==> config.mk <==
export PLATFORM = sky130hd
export DESIGN_NAME = tlbrc_perm
export DESIGN_NICKNAME = d
export VERILOG_FILES = /design/src/rtl/tlbrc_pkg.sv /design/src/rtl/tlbrc_perm.sv
export SDC_FILE = /design/constraint.sdc
export NUM_CORES = 1
export LEC_CHECK = 0
export BUFFER_PORTS_ARGS = -buffer_cell sky130_fd_sc_hd__buf_2
export CAP_MARGIN = 30
export CORE_AREA = 5 5 42 44
export DETAILED_ROUTE_END_ITERATION = 12
export DIE_AREA = 0 0 47 49
export GPL_TIMING_DRIVEN = 0
export SETUP_SLACK_MARGIN = 0.5
export SYNTH_ARGS = -nofsm -noshare
export SYNTH_HDL_FRONTEND = slang
export SYNTH_SLANG_ARGS = --single-unit
==> constraint.sdc <==
create_clock -name vclk -period 1.6
set_input_delay 0.08 -clock vclk [all_inputs]
set_output_delay 0.08 -clock vclk [all_outputs]
set_load 0.005 [all_outputs]
==> src/rtl/tlbrc_pkg.sv <==
package tlbrc_pkg;

   // Bit positions shared by the permission mask and the access kind
   localparam int BIT_RD = 0;
   localparam int BIT_WR = 1;
   localparam int BIT_EX = 2;

   typedef enum logic [3:0] {
      FLT_NONE        = 4'd0,
      FLT_TLB_MISS    = 4'd1,
      FLT_INSN_PROT   = 4'd2,
      FLT_DATA_PROT   = 4'd3,
      FLT_DATA_RIGHTS = 4'd4,
      FLT_DIRTY       = 4'd5,
      FLT_BREAK       = 4'd6,
      FLT_PAGE_REF    = 4'd7
   } fault_e;

endpackage

==> src/rtl/tlbrc_perm.sv <==
// Builds the raw permission mask from the rights type and privilege limits.
module tlbrc_perm #(
   parameter int PRIV_W = 2,
   parameter int TYPE_W = 3
) (
   input  logic [PRIV_W-1:0] priv,
   input  logic [PRIV_W-1:0] pl_rd,
   input  logic [PRIV_W-1:0] pl_wr,
   input  logic [TYPE_W-1:0] rtype,
   output logic [2:0]        mask
);
   import tlbrc_pkg::*;

   logic can_rd, can_wr, can_ex;
   logic exec_only;

   assign can_rd = (priv <= pl_rd);
   assign can_wr = (priv <= pl_wr);
   assign can_ex = (pl_wr <= priv) && (priv <= pl_rd);

   generate
      if (TYPE_W > 2) begin : g_wide_type
         assign exec_only = |rtype[TYPE_W-1:2];
      end else begin : g_narrow_type
         assign exec_only = 1'b0;
      end
   endgenerate

   always_comb begin
      mask = 3'b000;
      if (exec_only) begin
         mask[BIT_EX] = can_ex;
      end else begin
         mask[BIT_RD] = can_rd;
         mask[BIT_WR] = can_wr & rtype[0];
         mask[BIT_EX] = can_ex & rtype[1];
      end
   end

endmodule

==> flow_metrics.tcl, run 1 <==
set metrics [dict create \
    status "finished, final reports clean" \
    hp-class "input pin to output pin" \
    avgSynthCellArea_sq_um 8.06 \
    seq_area_sq_um 0 \
    final_layout_size_suffix_gt1_frac 0.839 \
    cp.arrival_ns 0.99 \
    layout_commonest_cell "buf_2" \
    ys_types 11 \
    synth_fp_nets 31 \
    io_buffers 12 \
    slew_violations 0 \
    min_path_cells 3 \
    dr.pass1.iters 1 \
    io_pins 12 \
    fin_crit_ns 1.07 \
    hold_viol 0 \
    drt_iter0_markers 0 \
    antenna_found_initial 0 \
    fin_ws_ns 0.528 \
    viasPerCell 3.64 \
    post-place-cells 46 \
    yosysSeqAreaShare 0 \
    worstSetupPathType "input pin to output pin" \
    syn-cell-area_sq_um 145 \
    route.detailed.drc 0 \
    seq_cells 0 \
    synth_cells 18 \
    area_delta_synth_final_pct 107 \
    dieArea_sq_mm 0.00230 \
    finalNonFillerCells 47 \
    layout_common_cells "11 x buf_2, 3 x ha_4" \
    track_usage 0.0309 \
    finalSetupViolations 0 \
    antennaDiodeCount 0 \
    tightest_slew_ns 0.145 \
    worstPathMaxFanout 3 \
    tns_ns 0 \
    core_sq_mm 0.00140 \
    vdd_drop_max_mv 0.0443 \
    yosysWarnings 0 \
    drv_cap 0 \
    place_ws_ns 0.455 \
    worstPathRequired_ns 1.52 \
    timing.final.crit_share 0.670 \
    gp_congestion 0.580 \
    wirelength_um 438 \
    grt_pass1_vias 153 \
    yosys.area.top_type "ha_1" \
    rsz0062_at_grt "false" \
    wl_per_cell_um 9.32 \
    place_area_sq_um 225 \
    cts_hold_buf 0 \
    yosysTopAreaCellShare 0.345 \
    final_net_count 46 \
    cp-start-kind "input pin" \
    grt_max_degree 4 \
    start_util 0.104 \
    slew-limit-headroom 0.903 \
    synth_area_leaders "ha_1 34%, a2bb2oi_2 10%, inv_1 10%, nor2b_4 9.5%, nor3_2 6.9%" \
    ant_nets 0 \
    power_density_mw_per_mm2 322 \
    nClkBuffers 0 \
    fin_area_sq_um 300 \
    grt_pass1_wl_um 572 \
    via_count 171 \
    grt_overflow 0 \
    die_w_um 47 \
    cp-end-kind "output pin" \
    p_leak_nw 0.147 \
    hpwl_um 350 \
    die_y_um 49 \
    rows 14 \
    max_freq_mhz 933 \
]
-- worst max-delay path, stage by stage --
cell	delay (ns)
buf_4	0.13
inv_4	0.05
ha_4	0.20
nor2b_4	0.12
a2bb2oi_2	0.12
nor3_2	0.15
buf_2	0.13
-- layout make-up --
cell class / instances / area, sq um
inverter: 4 / 17.5
fill: 161 / 1100
timing repair buffer: 13 / 70.1
tap: 16 / 20.0
multi-input combinational: 14 / 193
-- cells by family (layout without fill, tap and decap cells) --
| group | Yosys count | after routing | share of synthesized area |
|---|---|---|---|
| compound gates | 3 | 3 | 0.198 |
| simple gates | 7 | 7 | 0.354 |
| fa+ha+maj | 4 | 4 | 0.345 |
| buf+inv | 4 | 17 | 0.103 |
-- per-stage QoR --
step | utilization | power, W | hold WS [ns]
final | 0.214 | 0.0000966 | 0.419
after global routing | 0.214 | 0.000104 | 0.436
after detailed placement | 0.161 | 0.0000656 | 0.420
after CTS | 0.183 | 0.0000775 | 0.422
after floorplan | - | 0.0000413 | 0.191
after global placement | 0.161 | 0.0000640 | 0.419
-- worst paths after layout --
kind | startpoint | endpoint | slack [ns]
max | priv[1] | mask[2] | 0.53
min | rtype[2] | mask[1] | 0.42
-- report_power, final --
group | leakage, nW | switching (W) | internal, W
Combinational | 0.147 | 0.0000382 | 0.0000584
Clock | 0 | 0 | 0
Sequential | 0 | 0 | 0
-- timing repair --
item,4_1_cts,5_1_grt
endpoints found under the setup margin,1,2
gates resized for setup,3,10
setup buffers,0,1
pin swaps,1,3
-- layer usage --
layer	part of all wire	vias up	wire length (um)	track usage
met5	0	-	0	0
met3	0.11	0	49	0
met2	0.57	7	249	0.0588
met4	0	0	0	0
met1	0.32	76	139	0.0391
li1	-	88	-	-
-- cell usage after synthesis, drive strengths merged --
library cell / n
ha: 4
inv: 4
a2bb2oi: 2
nor2: 2
nor2b: 2
a21oi: 1
nand2b: 1
nor3: 1
nor3b: 1
(Power assumes the default switching activity.)
==> run 2, diff against run 1 <==
- clock period: 1.6 -> 1.1 ns (I/O delays scaled with it)
==> run 2 against run 1 <==
  * Sequential cell count did not move
  * First-iteration DRC count unchanged
  * Power rose by 77%
  * Combinational power grew 77%
  * Wire length fell by 7.3%
  * Via count shrank 1.8%
  * Global-route usage up 0.63 points
  * Non-clock buffer count grew 1
  * Final area grew 23%
  * Count of clock-buffer cells in the layout did not move
  * Worst setup slack got worse by 0.40 ns
  * Critical endpoint unchanged
  * Largest power group unchanged
  * Highest routed layer unchanged
==> flow_metrics.tcl, run 2 (synthesized netlist as in run 1, its figures left out) <==
set metrics [dict create \
    grt_pass1_vias 173 \
    worstSetupPathType "input pin to output pin" \
    worstPathMaxFanout 2 \
    die_y_um 49 \
    p_leak_nw 0.171 \
    fillers 152 \
    cp-end-kind "output pin" \
    dr.pass1.iters 1 \
    nClkBuffers 0 \
    slew_violations 0 \
    grt_max_degree 4 \
    seq_cells 0 \
    tns_ns 0 \
    viasPerCell 3.50 \
    area_delta_synth_final_pct 153 \
    fin_crit_ns 0.976 \
    layout_commonest_cell "buf_2" \
    antenna_found_initial 0 \
    worstPathRequired_ns 1.04 \
    hp-class "input pin to output pin" \
    rows 14 \
    vdd_drop_max_mv 0.171 \
    track_usage 0.0372 \
    ant_nets 0 \
    io_pins 12 \
    fin_ws_ns 0.124 \
    grt_overflow 0 \
    route.detailed.drc 0 \
    finalSetupViolations 0 \
    hpwl_um 332 \
    cts_hold_buf 0 \
    die_w_um 47 \
    power_density_mw_per_mm2 464 \
    place_ws_ns 0.0422 \
    place_area_sq_um 268 \
    fin_area_sq_um 368 \
    layout_common_cells "7 x buf_2, 4 x buf_6, 3 x ha_4" \
    drv_cap 0 \
    cp.arrival_ns 0.92 \
    io_buffers 12 \
    status "finished, final reports clean" \
    gp_congestion 0.601 \
    dieArea_sq_mm 0.00230 \
    core_sq_mm 0.00140 \
    max_freq_mhz 1020 \
    final_layout_size_suffix_gt1_frac 0.875 \
    timing.final.crit_share 0.887 \
    drt_iter0_markers 0 \
    via_count 168 \
    start_util 0.104 \
    cp-start-kind "input pin" \
    slew-limit-headroom 0.909 \
    rsz0062_at_grt "true" \
    final_net_count 47 \
    hold_viol 0 \
    seq_area_sq_um 0 \
    tightest_slew_ns 0.137 \
    wirelength_um 406 \
    grt_pass1_wl_um 703 \
    antennaDiodeCount 0 \
    wl_per_cell_um 8.46 \
]
-- run 2: changes by cell type in the layout (fill, tap and decap cells not counted), sizes merged --
| cell | before | now |
|---|---|---|
| buf | 13 | 14 |
-- run 2: worst paths after layout --
path | to | start | depth (start not counted)
worst max-delay path | mask[2] | priv[1] | 6
worst min-delay path | mask[1] | rtype[2] | 3
-- run 2: through the flow --
stage	instances	utilization	total power (W)	hold WS, ns
after CTS	48	0.263	0.000171	0.380
after global routing	48	0.263	0.000185	0.399
after detailed placement	46	0.191	0.000115	0.373
final	48	0.263	0.000171	0.377
after floorplan	18	-	0.0000722	0.134
after global placement	46	0.191	0.000112	0.366
-- run 2: cell type report --
| cell class | instances | area, sq um | share of cell area |
|---|---|---|---|
| Timing Repair Buffer | 14 | 118 | 0.320 |
| Inverter | 4 | 32.5 | 0.0884 |
| Multi-Input combinational cell | 14 | 198 | 0.537 |
| Tap cell | 16 | 20.0 | 0.0544 |
-- run 2: routing by layer --
layer  vias up  share of wire  global-route usage
met4         0              0                   0
li1         91              -                   -
met5         -              0                   0
met2         6           0.48              0.0633
met3         0          0.071                   0
met1        71           0.44              0.0543
-- run 2: worst max-delay path: stages --
cell       delay [ns]
buf_8            0.10
ha_4             0.23
nor2b_4          0.12
a2bb2oi_2        0.13
nor3_2           0.16
buf_2            0.13
-- run 2: repair_timing --
item | 4_1_cts | 5_1_grt
setup buffers | 2 | 0
setup endpoints to repair | 3 | 3
pin swaps | 9 | 0
resized for setup | 19 | 0
gates cloned | 0 | 0
-- run 2: power by group --
group | switching (W) | internal, W
clock network | 0 | 0
logic | 0.0000619 | 0.000109
registers | 0 | 0
total | 0.0000619 | 0.000109
==> run 3, diff against run 2 <==
- ABC_AREA: unset -> 1
==> run 3 against run 2 <==
  * Final area down 11%
  * Count of clock-buffer cells in the layout unchanged
  * Power down 22%
  * Synthesized cell count up 56%
  * Maximum frequency up 13%
  * Non-clock buffer count down 2
  * Final cell count up 17%
  * Sequential share of layout area unchanged
  * Utilization down 2.9 points
  * Largest power group unchanged
  * Highest routed layer unchanged
==> flow_metrics.tcl, run 3 <==
set metrics [dict create \
    die_y_um 49 \
    max_freq_mhz 1160 \
    wirelength_um 395 \
    final_layout_size_suffix_gt1_frac 0.650 \
    rows 14 \
    io_buffers 12 \
    synth_area_leaders "ha_1 34%, inv_1 25%, nand2_1 20%, nor2_1 7.6%, a21oi_2 5.9%" \
    hp-class "input pin to output pin" \
    drt_iter0_markers 0 \
    tightest_slew_ns 0.102 \
    antennaDiodeCount 0 \
    power_density_mw_per_mm2 406 \
    fin_crit_ns 0.865 \
    tns_ns 0 \
    dieArea_sq_mm 0.00230 \
    yosysMostFrequentCell "inv_1" \
    cp-start-kind "input pin" \
    core_sq_mm 0.00140 \
    layout_common_cells "9 x buf_2, 5 x inv_1, 4 x nand2_2, 4 x nand2_1, 4 x ha_4" \
    area_delta_synth_final_pct 119 \
    dr.pass1.iters 1 \
    grt_overflow 0 \
    grt_pass1_wl_um 524 \
    via_count 189 \
    place_ws_ns 0.185 \
    track_usage 0.0274 \
    seq_area_sq_um 0 \
    hpwl_um 362 \
    slew_violations 0 \
    grt_max_degree 4 \
    drv_cap 0 \
    fillers 166 \
    ys_types 7 \
    cts_hold_buf 0 \
    cp-end-kind "output pin" \
    timing.final.crit_share 0.787 \
    finalSetupViolations 0 \
    synth_cells 28 \
    avgSynthCellArea_sq_um 5.32 \
    synth_common_cells "10 x inv_1, 8 x nand2_1, 4 x ha_1" \
    ant_nets 0 \
    synth_fp_nets 41 \
    p_leak_nw 0.172 \
    worstPathMaxFanout 2 \
    rsz0062_at_grt "true" \
    yosysTopAreaCellShare 0.336 \
    io_pins 12 \
    hold_viol 0 \
    vdd_drop_max_mv 0.110 \
    yosys.area.top_type "ha_1" \
    worstPathRequired_ns 1.04 \
    fin_ws_ns 0.235 \
    final_net_count 55 \
    start_util 0.106 \
    viasPerCell 3.38 \
    gp_congestion 0.667 \
    die_w_um 47 \
    slew-limit-headroom 0.932 \
    syn-cell-area_sq_um 149 \
    cp.arrival_ns 0.81 \
    grt_pass1_vias 137 \
    layout_commonest_cell "buf_2" \
    yosysSeqAreaShare 0 \
    worst_hold_slack_ns 0.365 \
    worstSetupPathType "input pin to output pin" \
    yosysWarnings 0 \
    nClkBuffers 0 \
    power_w 0.000132 \
    route.detailed.drc 0 \
    seq_cells 0 \
    antenna_found_initial 0 \
    wl_per_cell_um 7.05 \
    status "finished, final reports clean" \
]
-- run 3: stage by stage --
| step | instances | util | cell area, sq um |
|---|---|---|---|
| detailed placement | 56 | 0.187 | 262 |
| global route | 56 | 0.233 | 327 |
| global placement | 56 | 0.187 | 262 |
| CTS | 56 | 0.198 | 278 |
| finish | 56 | 0.233 | 327 |
| floorplan | 28 | - | 181 |
-- run 3: kinds of logic after synthesis --
group | share of synthesized area
AOI/OAI and AO/OA | 0.0924
buffers and inverters | 0.252
and+or+nand+nor | 0.319
adders and majority gates | 0.336
-- run 3: timing repair --
item | CTS | global route
buffers inserted | 0 | 0
cloned | 0 | 0
endpoints found under the hold margin | 0 | 0
endpoints found under the setup margin | 3 | 3
pin swaps | 8 | 4
resized for setup | 5 | 13
-- run 3: layout make-up --
type                       count  area [sq um]  share of cell area
multi-input combinational     18           179               0.548
timing repair buffer          12          82.6               0.253
inverter                      10          45.0               0.138
tap                           16          20.0              0.0613
-- run 3: per-layer routing --
layer	part of all wire	vias up	track usage
met5	0	-	0
met4	0	0	0
met3	0.18	0	0.00369
met2	0.40	9	0.0430
met1	0.42	75	0.0413
li1	-	105	-
-- run 3: worst max-delay path, stage by stage --
cell and delay (ns):
buf_8 0.10, inv_6 0.04, ha_4 0.20, nand2_2 0.06
nand2_2 0.05, nand2_1 0.05, nand2_1 0.04, nor2_1 0.09
buf_2 0.12
-- run 3: worst paths after layout --
check | to | slack, ns | cells after the start | start
setup / recovery | mask[2] | 0.23 | 9 | pl_rd[1]
hold / removal | mask[0] | 0.36 | 3 | rtype[2]
-- run 3: power by group --
part,total (W),internal (W),switching (W)
combinational,0.000132,0.0000723,0.0000602
sequential,0,0,0
clock,0,0,0
